File: src/rtl/hpi_pkg.sv
// Shared field layout for the host port control word.
// Assumes the control word fits in the low byte of the core data bus.
package hpi_pkg;
    localparam int CTRL_W = 7;

    localparam int BIT_TX_DMA = 6;
    localparam int BIT_RX_DMA = 5;
    localparam int BIT_FLAG_B = 4;
    localparam int BIT_FLAG_A = 3;
    localparam int BIT_CMD_IE = 2;
    localparam int BIT_TX_IE  = 1;
    localparam int BIT_RX_IE  = 0;

    // Source index; a lower index means a higher priority.
    localparam int SRC_CMD = 0;
    localparam int SRC_TX  = 1;
    localparam int SRC_RX  = 2;
    localparam int NSRC    = 3;

    typedef struct packed {
        logic tx_dma;
        logic rx_dma;
        logic flag_b;
        logic flag_a;
        logic cmd_ie;
        logic tx_ie;
        logic rx_ie;
    } ctrl_t;
endpackage

File: src/rtl/host_ctrl_regs.sv
// Core-side register file: control word (addr 0) and command vector (addr 1).
// Assumes VEC_W <= DATA_W. Bits outside each register are masked on store,
// so they read back as zero.
module host_ctrl_regs
    import hpi_pkg::*;
#(
    parameter int DATA_W = 16,
    parameter int VEC_W = 8,
    parameter logic [VEC_W-1:0] CMD_VEC_RST = 8'h30
) (
    input  logic              clk,
    input  logic              rst_n,
    input  logic              wr_en,
    input  logic              addr,
    input  logic [DATA_W-1:0] wdata,
    output logic [DATA_W-1:0] rdata,
    output ctrl_t             ctrl_o,
    output logic [VEC_W-1:0]  cmd_vec_o
);
    localparam logic [DATA_W-1:0] CTRL_MASK = DATA_W'((1 << CTRL_W) - 1);
    localparam logic [DATA_W-1:0] VEC_MASK  = DATA_W'((1 << VEC_W) - 1);

    logic [DATA_W-1:0] ctrl_raw_q;
    logic [DATA_W-1:0] vec_raw_q;

    // Store masked write data into the addressed register.
    always_ff @(posedge clk) begin
        if (!rst_n) begin
            ctrl_raw_q <= '0;
            vec_raw_q  <= DATA_W'(CMD_VEC_RST);
        end else if (wr_en) begin
            if (addr == 1'b0) ctrl_raw_q <= wdata & CTRL_MASK;
            else              vec_raw_q  <= wdata & VEC_MASK;
        end
    end

    // Return the selected register to the core.
    always_comb begin
        rdata = (addr == 1'b0) ? ctrl_raw_q : vec_raw_q;
    end

    assign ctrl_o    = ctrl_t'(ctrl_raw_q[CTRL_W-1:0]);
    assign cmd_vec_o = vec_raw_q[VEC_W-1:0];
endmodule

File: src/rtl/host_irq_arb.sv
// Fixed-priority interrupt selector with registered request and vector.
// Assumes req_i already carries enable and DMA masking; index 0 wins.
// The vector holds its last value while no source requests.
module host_irq_arb #(
    parameter int NSRC = 3,
    parameter int VEC_W = 8
) (
    input  logic                       clk,
    input  logic                       rst_n,
    input  logic [NSRC-1:0]            req_i,
    input  logic [NSRC-1:0][VEC_W-1:0] vec_i,
    output logic                       irq_o,
    output logic [VEC_W-1:0]           vec_o
);
    logic [VEC_W-1:0] pick;

    // Walk from lowest to highest priority so the highest pending one wins.
    always_comb begin
        pick = '0;
        for (int i = NSRC - 1; i >= 0; i--) begin
            if (req_i[i]) pick = vec_i[i];
        end
    end

    // Register the request and, while one exists, its vector.
    always_ff @(posedge clk) begin
        if (!rst_n) begin
            irq_o <= 1'b0;
            vec_o <= '0;
        end else begin
            irq_o <= |req_i;
            if (|req_i) vec_o <= pick;
        end
    end
endmodule

File: src/rtl/host_dma_pulse.sv
// Rising-edge detector: one-cycle registered pulse when cond_i goes 0 -> 1.
// Assumes cond_i is synchronous to clk.
module host_dma_pulse (
    input  logic clk,
    input  logic rst_n,
    input  logic cond_i,
    output logic pulse_o
);
    logic prev_q;

    // Remember the condition and pulse on its first cycle only.
    always_ff @(posedge clk) begin
        if (!rst_n) begin
            prev_q  <= 1'b0;
            pulse_o <= 1'b0;
        end else begin
            prev_q  <= cond_i;
            pulse_o <= cond_i & ~prev_q;
        end
    end
endmodule

File: src/rtl/host_irq_ctrl.sv
// Processor-side host port control: register file, interrupt masking,
// fixed-priority request and DMA request pulses.
// Assumes status inputs are synchronous to clk.
module host_irq_ctrl
    import hpi_pkg::*;
#(
    parameter int DATA_W = 16,
    parameter int VEC_W = 8,
    parameter logic [VEC_W-1:0] CMD_VEC_RST = 8'h30,
    parameter logic [VEC_W-1:0] TX_VEC = 8'h21,
    parameter logic [VEC_W-1:0] RX_VEC = 8'h22
) (
    input  logic              clk,
    input  logic              rst_n,
    input  logic              bus_wr_en,
    input  logic              bus_addr,
    input  logic [DATA_W-1:0] bus_wdata,
    output logic [DATA_W-1:0] bus_rdata,
    input  logic              st_cmd_pending,
    input  logic              st_tx_empty,
    input  logic              st_rx_full,
    output logic              irq_req,
    output logic [VEC_W-1:0]  irq_vec,
    output logic              dma_tx_req,
    output logic              dma_rx_req,
    output logic [1:0]        host_flags
);
    localparam int NDMA = 2;

    ctrl_t                      ctrl_q;
    logic [VEC_W-1:0]           cmd_vec_q;
    logic [NSRC-1:0]            src_req;
    logic [NSRC-1:0][VEC_W-1:0] src_vec;
    logic [NDMA-1:0]            dma_cond;
    logic [NDMA-1:0]            dma_pulse;

    host_ctrl_regs #(
        .DATA_W(DATA_W), .VEC_W(VEC_W), .CMD_VEC_RST(CMD_VEC_RST)
    ) u_regs (
        .clk(clk), .rst_n(rst_n), .wr_en(bus_wr_en), .addr(bus_addr),
        .wdata(bus_wdata), .rdata(bus_rdata),
        .ctrl_o(ctrl_q), .cmd_vec_o(cmd_vec_q)
    );

    // Combine status with enables; DMA mode masks the data interrupts.
    always_comb begin
        src_req[SRC_CMD] = st_cmd_pending & ctrl_q.cmd_ie;
        src_req[SRC_TX]  = st_tx_empty & ctrl_q.tx_ie & ~ctrl_q.tx_dma;
        src_req[SRC_RX]  = st_rx_full & ctrl_q.rx_ie & ~ctrl_q.rx_dma;
        src_vec[SRC_CMD] = cmd_vec_q;
        src_vec[SRC_TX]  = TX_VEC;
        src_vec[SRC_RX]  = RX_VEC;
        dma_cond[0]      = st_tx_empty & ctrl_q.tx_dma;
        dma_cond[1]      = st_rx_full & ctrl_q.rx_dma;
    end

    host_irq_arb #(.NSRC(NSRC), .VEC_W(VEC_W)) u_arb (
        .clk(clk), .rst_n(rst_n), .req_i(src_req), .vec_i(src_vec),
        .irq_o(irq_req), .vec_o(irq_vec)
    );

    for (genvar g = 0; g < NDMA; g++) begin : g_dma
        host_dma_pulse u_pulse (
            .clk(clk), .rst_n(rst_n), .cond_i(dma_cond[g]), .pulse_o(dma_pulse[g])
        );
    end

    assign dma_tx_req = dma_pulse[0];
    assign dma_rx_req = dma_pulse[1];
    assign host_flags = {ctrl_q.flag_b, ctrl_q.flag_a};
endmodule

File: config.mk
export PLATFORM = sky130hd
export DESIGN_NAME = host_irq_ctrl
export DESIGN_NICKNAME = d
export VERILOG_FILES = /design/src/rtl/hpi_pkg.sv /design/src/rtl/host_ctrl_regs.sv /design/src/rtl/host_irq_arb.sv /design/src/rtl/host_dma_pulse.sv /design/src/rtl/host_irq_ctrl.sv
export SDC_FILE = /design/constraint.sdc
export NUM_CORES = 1
export LEC_CHECK = 0
export ABC_AREA = 1
export BUFFER_PORTS_ARGS = -buffer_cell sky130_fd_sc_hd__buf_2
export CORE_MARGIN = 5
export CORE_UTILIZATION = 45
export CTS_CLUSTER_DIAMETER = 60
export CTS_CLUSTER_SIZE = 10
export DETAILED_ROUTE_END_ITERATION = 8
export HOLD_SLACK_MARGIN = 0.05
export PLACE_DENSITY = 0.78
export SLEW_MARGIN = 10
export SYNTH_ARGS = -nofsm -noshare
export SYNTH_HDL_FRONTEND = slang
export SYNTH_SLANG_ARGS = --single-unit
File: constraint.sdc
create_clock -name clk -period 1.3 [get_ports clk]
set_clock_uncertainty 0.15 [all_clocks]
set_input_delay 0.26 -clock clk [delete_from_list [all_inputs] [get_ports clk]]
set_output_delay 0.26 -clock clk [all_outputs]
set_load 0.01 [all_outputs]
==> qor.txt <==
P&R area growth vs syn = 42.7%
Core ar. = 2450 um^2
Initial DRC Count = 42
Worst-path fanout max = 2
Filler cells = 211
Clock Tree Buf Depth = 2
Initial antenna violation count = 0
First-pass GRT wire length = 4580 um
Post-synth EDFFs = 0
Clock power share = 25.5%
Wirelength per Cell = 11.6 um
Die Ht = 60.6 um
Root Driver = clkbuf_4
Die area = 3670 um^2
Yosys top cell by area = dfxtp_1
N_diodes = 0
Tot Pwr = 1.69 mW
Via/cell ratio = 4.71
Routed Wire Length = 2880 um
Mapped Area = 1150 um^2
Yosys reg bits = 28
Most frequent cells after synthesis = 33 x nand2_1, 28 x dfxtp_1, 22 x nor2_1
Psw = 0.456 mW
TritonRoute pass-1 iters = 4
CTS clk-pin slew, worst paths = 0.15 ns
HP Class = input pin to flip-flop
Sequential area share after synthesis = 48.6%
H-tree depth = 1
Max Slew Vio Count = 0
Required @ worst endpoint = 0.89 ns
Post-synth top area share = 48.6%
Placed insts = 219
Overflow after GRT = 0
Final setup fails = 8
Cts bufs inserted = 3
Post-layout nets = 242
Worst EP arrival = 0.97 ns
Layout cells sized above 1 = 37.6%
RSZ-0062 raised after global routing = true
Starting Density = 46.9%
Syn_area_per_cell = 7.43 um^2
Port Buffers = 35
GRT Overall Usage = 16.6%
Final ANT Viol Nets = 0
Tmin final = 1.38 ns
# rows = 18
P_leak = 0.837 nW
Largest net degree at the start of global routing = 16
Hold slack = 0.131 ns
IO Count = 52
Combinational share of power = 19.3%
Via count = 1167
Worst-skew pair later-pin latency = 0.33 ns
Top post-synthesis cells by area = dfxtp_1 49%, nand2_1 11%, o21ai_0 7.8%, buf_4 7.2%, nor2_1 7.2%
CTS tree = built
Setup slack after layout = -0.0802 ns
Max Fclk = 725 MHz
Ys flop type = dfxtp_1
Num Clock Sinks = 28
Yosys warns = 0
Async SR Flop Fraction = 0%
Failing checks = negative setup slack
Crit. End Element = primary output
Routability cong. = 0.808
WS Path Type = flip-flop to primary output
Crit path launch type = flip-flop
Max cap viols = 0
Fin cells = 248
Setup TNS = -0.377 ns
Sequential power share = 55.2%
Synth cell types = 15
Mapped Cells = 155
Number of global-route vias before repair = 1069
HPWL Detailed = 2050 um
Most common cell in the netlist = nand2_1
Die Width = 60.6 um
Peak VDD IR = 0.000751 V
Residual DRC = 0
DP Worst Slack = 0.0372 ns
Status = finished, violations left
Crit share post-route = 106%
Internal power = 1.24 mW
Final hold vios = 0
Pwr Density = 1030 nW/um^2
Switching part of the total power = 26.9%
[stage by stage]
step	instance area, um^2	utilization (%)
4_1_cts	1590	64.6
5_1_grt	1640	67.0
2_1_floorplan	1180	-
3_5_place_dp	1340	54.5
6_report	1640	67.0
3_3_place_gp	1340	54.5
[routing by layer]
| metal | vias up | global-route usage [%] | share of wire, % | routed length (um) |
|---|---|---|---|---|
| li1 | 609 | - | - | - |
| met1 | 509 | 20.7 | 44 | 1270 |
| met2 | 44 | 27.9 | 46 | 1340 |
| met3 | 5 | 4.68 | 8.6 | 248 |
| met4 | 0 | 5.26 | 1.0 | 29 |
| met5 | - | 0 | 0 | 0 |
[worst max-delay path, stage by stage, from the launching register on]
cell and delay, ns:
dfxtp_2 0.35, inv_2 0.03, o21ai_1 0.11, buf_2 0.15
[registers in the layout (all words and copies together) (netlist names)]
name,count
u_arb.irq_o,1
u_regs.ctrl_raw_q,7
u_regs.vec_raw_q,8
u_arb.vec_o,8
g_dma.u_pulse.pulse_o,2
g_dma.u_pulse.prev_q,2
[cell usage in the layout (no fill, tap or decap), drive strengths merged]
| cell type | count |
|---|---|
| dlygate4sd3 | 11 |
| nor3 | 2 |
| a21oi | 10 |
| nand2 | 34 |
| nor2 | 22 |
| inv | 14 |
| clkbuf | 4 |
| conb | 8 |
| nand4 | 6 |
| dfxtp | 28 |
| nor4 | 2 |
| nand3 | 4 |
| o21ai | 18 |
| buf | 55 |
[cell families after synthesis]
group           count (synthesis)  synth area share, %
compound gates                 28                 12.2
buf+inv                        28                 13.0
flops                          28                 48.6
other cells                     1                0.325
simple gates                   70                 25.8
[cell type report]
cell class / instances / area, um^2 / share of cell area (%)
Clock buffer: 4 / 36.3 / 2.21
Inverter: 14 / 52.6 / 3.20
Multi-Input combinational cell: 106 / 492 / 29.9
Timing Repair Buffer: 66 / 445 / 27.1
Sequential cell: 28 / 581 / 35.3
Tap cell: 30 / 37.5 / 2.28
[power by group through the flow]
| stage | registers [mW] | clock network, mW | logic, mW |
|---|---|---|---|
| floorplan | 0.952 | 0 | 0.159 |
| global placement | 0.950 | 0 | 0.231 |
| detailed placement | 0.952 | 0 | 0.237 |
| CTS | 0.934 | 0.430 | 0.303 |
| global route | 0.940 | 0.473 | 0.364 |
| finish | 0.934 | 0.432 | 0.326 |
[repair_timing]
item | 4_1_cts | 5_1_grt
setup buffers | 11 | 3
pin swaps | 1 | 2
endpoints found under the setup margin | 8 | 15
gates resized for setup | 20 | 8
hold buffers | 11 | 0
hold endpoints to repair | 12 | 0
[final timing paths]
check	from	endpoint	slack, ns	depth (start not counted)
worst min-delay path	st_cmd_pending	u_arb.vec_o[4]$_SDFFE_PN0P_	0.13	4
worst min register to register	g_dma[0].u_pulse.prev_q$_SDFF_PN0_	g_dma[0].u_pulse.pulse_o$_SDFF_PN0_	0.26	1
worst max-delay path	u_regs.ctrl_raw_q[6]$_SDFFE_PN0P_	bus_rdata[6]	-0.08	3
worst max register to register	u_regs.ctrl_raw_q[6]$_SDFFE_PN0P_	u_arb.vec_o[5]$_SDFFE_PN0P_	0.12	8
No activity file was read; power rests on OpenSTA's default activity.
